File: src/rtl/plcmp_pkg.sv
package plcmp_pkg;

    localparam int CH_REF = 0;
    localparam int CH_FB  = 1;
    localparam int NUM_CH = 2;

    typedef enum logic [1:0] {
        CMD_IDLE      = 2'b00,
        CMD_REF_AHEAD = 2'b01,
        CMD_FB_AHEAD  = 2'b10
    } pump_cmd_e;

    typedef struct packed {
        logic drive;
        logic level;
    } pump_out_t;

    function automatic pump_out_t map_cmd(input pump_cmd_e cmd, input logic pol);
        pump_out_t o;
        unique case (cmd)
            CMD_REF_AHEAD: o = '{drive: 1'b1, level: pol};
            CMD_FB_AHEAD:  o = '{drive: 1'b1, level: ~pol};
            default:       o = '{drive: 1'b0, level: 1'b0};
        endcase
        return o;
    endfunction

endpackage

File: src/rtl/plcmp_edge.sv
module plcmp_edge #(
    parameter int CH = 2
) (
    input  logic          clk,
    input  logic          rst,
    input  logic [CH-1:0] lvl,
    output logic [CH-1:0] rise
);

    for (genvar i = 0; i < CH; i++) begin : g_ch
        logic prev_q;
        always_ff @(posedge clk) begin
            if (rst) prev_q <= 1'b0;
            else     prev_q <= lvl[i];
        end
        assign rise[i] = lvl[i] & ~prev_q;
    end

endmodule

File: src/rtl/plcmp_pfd.sv
module plcmp_pfd
    import plcmp_pkg::*;
(
    input  logic      clk,
    input  logic      rst,
    input  logic      run,
    input  logic      ref_rise,
    input  logic      fb_rise,
    output pump_cmd_e cmd,
    output logic      active,
    output logic      done
);

    logic up_q, dn_q;
    logic up_n, dn_n;

    always_comb begin
        up_n = up_q | ref_rise;
        dn_n = dn_q | fb_rise;
        done = run & up_n & dn_n;
    end

    always_ff @(posedge clk) begin
        if (rst || !run) begin
            up_q <= 1'b0;
            dn_q <= 1'b0;
        end else if (done) begin
            up_q <= 1'b0;
            dn_q <= 1'b0;
        end else begin
            up_q <= up_n;
            dn_q <= dn_n;
        end
    end

    always_comb begin
        active = up_q | dn_q;
        if (up_q)      cmd = CMD_REF_AHEAD;
        else if (dn_q) cmd = CMD_FB_AHEAD;
        else           cmd = CMD_IDLE;
    end

    // coincident edges from an empty detector leave it empty
    assert_coincident_idle_R3: assert property (@(posedge clk) disable iff (rst)
        (run && ref_rise && fb_rise && !up_q && !dn_q) |=> (!up_q && !dn_q));

    // a leading pulse persists until the lagging edge
    assert_hold_lead_R5: assert property (@(posedge clk) disable iff (rst)
        (run && up_q && !fb_rise) |=> up_q);

    // standby empties the detector
    assert_standby_clear_R10: assert property (@(posedge clk) disable iff (rst)
        !run |=> (!up_q && !dn_q));

endmodule

File: src/rtl/plcmp_lock.sv
module plcmp_lock #(
    parameter int TW_CYCLES = 16,
    parameter int LOCK_RUNS = 3
) (
    input  logic clk,
    input  logic rst,
    input  logic run,
    input  logic active,
    input  logic done,
    output logic locked
);

    localparam int CW = $clog2(TW_CYCLES + 1);
    localparam int RW = $clog2(LOCK_RUNS + 1);

    logic [CW-1:0] err_q;
    logic [RW-1:0] streak_q;
    logic          lock_q;
    logic [CW:0]   width_now;
    logic          too_wide;

    always_comb begin
        width_now = {1'b0, err_q} + {{CW{1'b0}}, active};
        too_wide  = width_now >= (CW+1)'(TW_CYCLES);
    end

    always_ff @(posedge clk) begin
        if (rst) begin
            err_q    <= '0;
            streak_q <= '0;
            lock_q   <= 1'b0;
        end else if (!run) begin
            err_q    <= '0;
        end else begin
            if (done)
                err_q <= '0;
            else if (active && !too_wide)
                err_q <= err_q + 1'b1;

            if (too_wide) begin
                lock_q   <= 1'b0;
                streak_q <= '0;
            end else if (done) begin
                if (streak_q >= RW'(LOCK_RUNS - 1))
                    lock_q <= 1'b1;
                if (streak_q != RW'(LOCK_RUNS))
                    streak_q <= streak_q + 1'b1;
            end
        end
    end

    assign locked = lock_q;

    // a pulse at the window width removes lock on the next edge
    assert_drop_wide_R7: assert property (@(posedge clk) disable iff (rst)
        (run && too_wide) |=> !lock_q);

    // lock appears only after the full streak of narrow comparisons
    assert_rise_streak_R6: assert property (@(posedge clk) disable iff (rst)
        $rose(lock_q) |-> ($past(streak_q) == RW'(LOCK_RUNS - 1) && $past(done)));

    // lock state is frozen through standby
    assert_hold_standby_R10: assert property (@(posedge clk) disable iff (rst)
        !run |=> $stable(lock_q));

endmodule

File: src/rtl/phase_lock_cmp.sv
module phase_lock_cmp
    import plcmp_pkg::*;
#(
    parameter int TW_CYCLES = 16,
    parameter int LOCK_RUNS = 3
) (
    input  logic clk,
    input  logic rst,
    input  logic ref_i,
    input  logic fb_i,
    input  logic pol_i,
    input  logic run_i,
    output logic pump_en_o,
    output logic pump_hi_o,
    output logic lock_o
);

    logic              run_q;
    logic [NUM_CH-1:0] lvl;
    logic [NUM_CH-1:0] rise;
    pump_cmd_e         cmd;
    logic              active;
    logic              done;
    logic              locked;
    pump_out_t         pout;

    always_ff @(posedge clk) begin
        if (rst) run_q <= 1'b0;
        else     run_q <= run_i;
    end

    always_comb begin
        lvl         = '0;
        lvl[CH_REF] = ref_i;
        lvl[CH_FB]  = fb_i;
    end

    plcmp_edge #(.CH(NUM_CH)) u_edge (
        .clk  (clk),
        .rst  (rst),
        .lvl  (lvl),
        .rise (rise)
    );

    plcmp_pfd u_pfd (
        .clk      (clk),
        .rst      (rst),
        .run      (run_q),
        .ref_rise (rise[CH_REF]),
        .fb_rise  (rise[CH_FB]),
        .cmd      (cmd),
        .active   (active),
        .done     (done)
    );

    plcmp_lock #(
        .TW_CYCLES (TW_CYCLES),
        .LOCK_RUNS (LOCK_RUNS)
    ) u_lock (
        .clk    (clk),
        .rst    (rst),
        .run    (run_q),
        .active (active),
        .done   (done),
        .locked (locked)
    );

    always_comb begin
        pout      = map_cmd(cmd, pol_i);
        pump_en_o = run_q & pout.drive;
        pump_hi_o = pout.level;
        lock_o    = ~run_q | locked;
    end

    // standby outputs follow run_i one cycle later
    assert_standby_out_R8: assert property (@(posedge clk) disable iff (rst)
        !run_i |=> (!pump_en_o && lock_o));

endmodule

File: config.mk
export PLATFORM = sky130hd
export DESIGN_NAME = phase_lock_cmp
export DESIGN_NICKNAME = d
export VERILOG_FILES = /design/src/rtl/plcmp_pkg.sv /design/src/rtl/plcmp_edge.sv /design/src/rtl/plcmp_pfd.sv /design/src/rtl/plcmp_lock.sv /design/src/rtl/phase_lock_cmp.sv
export SDC_FILE = /design/constraint.sdc
export NUM_CORES = 1
export LEC_CHECK = 0
export BUFFER_PORTS_ARGS = -buffer_cell sky130_fd_sc_hd__buf_2
export CELL_PAD_IN_SITES_DETAIL_PLACEMENT = 0
export CELL_PAD_IN_SITES_GLOBAL_PLACEMENT = 1
export CORE_MARGIN = 3
export CORE_UTILIZATION = 42
export CTS_BUF_LIST = sky130_fd_sc_hd__clkbuf_4
export CTS_CLUSTER_SIZE = 12
export DETAILED_ROUTE_END_ITERATION = 16
export HOLD_SLACK_MARGIN = 0.15
export PLACE_DENSITY = 0.78
export SLEW_MARGIN = 30
export SYNTH_ARGS = -nofsm -noshare
export SYNTH_HDL_FRONTEND = slang
export SYNTH_SLANG_ARGS = --single-unit
File: constraint.sdc
create_clock -name clk -period 1.6 [get_ports clk]
set_input_delay 0.4 -clock clk [delete_from_list [all_inputs] [get_ports clk]]
set_output_delay 0.4 -clock clk [all_outputs]
set_load 0.02 [all_outputs]
==> flow_metrics.tcl <==
set metrics [dict create \
    outcome "complete, no violations" \
    antenna_found_initial 0 \
    dpl.hpwl_um 823 \
    viasPerCell 5.34 \
    end_kind "output pin" \
    ioPinCount 9 \
    tns_ns 0 \
    grt_use_met2_pct 21.8 \
    period_share_pct 94.2 \
    seq_area_um2 260 \
    multi_input_area_um2 328 \
    syn_nets 73 \
    grt_pass1_wl_um 1910 \
    fin_ws_ns 0.0933 \
    post-route-util_pct 57.0 \
    r2r_cells 5 \
    power_density_mw_per_mm2 848 \
    drive_gt1_share_pct 23.4 \
    skew_ns 0.000809 \
    synth-seq-cells 13 \
    clock_latency_ns 0.27 \
    min_path_type "in2reg" \
    busiest_layer "met2" \
    die_y_um 43.3 \
    synth.yosys.warnings 0 \
    gp_congestion 0.708 \
    drtPass1Iterations 4 \
    grt.met3_usage_pct 7.47 \
    dp_cells 87 \
    hold_viol 0 \
    clkSlewWorstSetupHoldPaths_ns 0.08 \
    timing.rr.end "u_lock.streak_q[0]" \
    routed-via-count 486 \
    syn_inst 64 \
    seq_area_frac_synth_pct 44.4 \
    p_total_w 0.000580 \
    root_buffer "clkbuf_4" \
    synth_top_area_cell "dfxtp_1" \
    grt_pass1_vias 466 \
    p_leak_nw 0.273 \
    setup_viol 0 \
    wl_per_cell_um 12.1 \
    worstPathRequired_ns 1.20 \
    detail-route-antenna-nets 0 \
    cts_tree "done" \
    grt_max_degree 9 \
    rsz0062_at_grt "no" \
    core-area_mm2 0.00120 \
    start_util_pct 48.8 \
    max_slew_margin_pct 76.3 \
    met1_usage_pct 16.4 \
    path_max_fanout 7 \
    cts_hold_buf 0 \
    ys_types 25 \
    ctsHtreeMaxLevel 1 \
    track_usage_pct 13.8 \
    critPathLaunchType "flip-flop" \
    r2r_slack_ns 0.14 \
    die_width_um 43.3 \
    syn_avg_cell_area_um2 9.15 \
    final_cells 91 \
    crit_start "u_pfd.up_q" \
    maxSlewViolCount 0 \
    port-buffer-count 8 \
    syn_area_um2 586 \
    layout_commonest_cell "dfxtp_1" \
    fillers 120 \
    yosysTopAreaCellShare_pct 44.4 \
    arrival_ns 1.11 \
    worstMarginPinSlew_ns 0.353 \
    irDropWorstVdd_mv 0.550 \
    pre_cts_slack_ns 0.0778 \
    synth.area.top_cells "dfxtp_1 44%, nor2_1 7.7%, ha_1 6.4%" \
    final_nets 87 \
    min_period_ns 1.51 \
    cts_buffers 3 \
    maxCapViolations 0 \
    cts_buffer_depth 2 \
    drc 0 \
    cts_setup_buffers 0 \
    num_antenna_cells 0 \
    final_cell_mix "13 x dfxtp_1, 12 x nor2_1, 8 x buf_2, 5 x nor2b_1, 4 x nand2_1" \
    overflow 0 \
    max_freq_mhz 664 \
    endpoint "pump_hi_o" \
    routed_wl_um 1100 \
    r2r-start "u_lock.streak_q[0]" \
    drt_iter0_markers 8 \
    row_count 12 \
    fp.dieArea_mm2 0.00188 \
    syn2layout_area_growth_pct 16.9 \
    cts_num_sinks 13 \
    worstSetupPathType "reg2out" \
]
## metrics by stage
stage	area (µm²)	hold WS [ns]
final	684	0.328
after global routing	684	0.351
after CTS	678	0.329
after detailed placement	651	0.493
after global placement	651	0.485
after floorplan	586	0.458
## cell families (layout without fill, tap and decap cells)
group,count (synthesis),after routing,share of synthesized area (%)
adders and majority gates,3,3,6.41
xor gates and xnor gates,2,2,2.99
muxes,1,1,1.71
AOI/OAI and AO/OA,10,10,11.3
buffers and inverters,1,14,0.640
DFF,13,13,44.4
and+or+nand+nor,34,34,32.5
## how the worst min path moves through the flow
stage	depth (start not counted)	from	endpoint	slack (ns)
after floorplan	2	u_lock.err_q[3]	u_lock.err_q[3]	0.46
after global placement	2	u_lock.err_q[3]	u_lock.err_q[3]	0.49
after detailed placement	2	u_lock.err_q[3]	u_lock.err_q[3]	0.49
after CTS	2	run_i	run_q	0.33
after global routing	2	run_i	run_q	0.35
final	2	run_i	run_q	0.33
## synth_stat cells, drive strengths merged
| cell | instances |
|---|---|
| a21oi | 3 |
| a22oi | 1 |
| a41oi | 1 |
| and2b | 3 |
| and3b | 1 |
| and4 | 1 |
| dfxtp | 13 |
| ha | 3 |
| inv | 1 |
| mux2i | 1 |
| nand2 | 4 |
| nand2b | 1 |
| nand3 | 2 |
| nand3b | 1 |
| nor2 | 12 |
| nor2b | 5 |
| nor3 | 1 |
| nor4b | 1 |
| o21a | 1 |
| o21ai | 1 |
| o21bai | 1 |
| o221ai | 1 |
| o22ai | 1 |
| or4 | 2 |
| xnor2 | 2 |
## sequential cells by signal, summed over array words and instances (netlist names)
register and flops:
run_q 1, u_pfd.up_q 1, u_lock.err_q 5, u_lock.locked 1
u_pfd.dn_q 1, u_lock.streak_q 2, u_edge.g_ch.prev_q 2
## per-layer routing
| metal | part of all wire (%) | up-vias |
|---|---|---|
| li1 | - | 251 |
| met1 | 48 | 225 |
| met2 | 46 | 8 |
| met3 | 4.8 | 2 |
| met4 | 0.73 | 0 |
| met5 | 0 | - |
## repair_timing
item,CTS,global route
endpoints found under the setup margin,0,2
gates resized for setup,0,1
endpoints found under the hold margin,0,0
## layout make-up
cell class,count,area share (%)
Multi-Input combinational cell,50,47.9
Tap cell,14,2.56
Timing Repair Buffer,9,6.95
Inverter,1,0.548
Clock buffer,3,3.29
Sequential cell,13,38.0
Clock inverter,1,0.731
## where the power goes
group	leakage [nW]	switching [W]	internal, W
Sequential	0.106	0.00000445	0.000330
Combinational	0.149	0.0000239	0.0000206
Clock	0.0177	0.000109	0.0000927
Total	0.273	0.000138	0.000443
## critical path, stage by stage, from the launching register on
cell and delay [ns]:
dfxtp_1 0.48, nor2_1 0.08, nand2_1 0.07, nand2_1 0.05, buf_2 0.15
(Power assumes the default switching activity.)
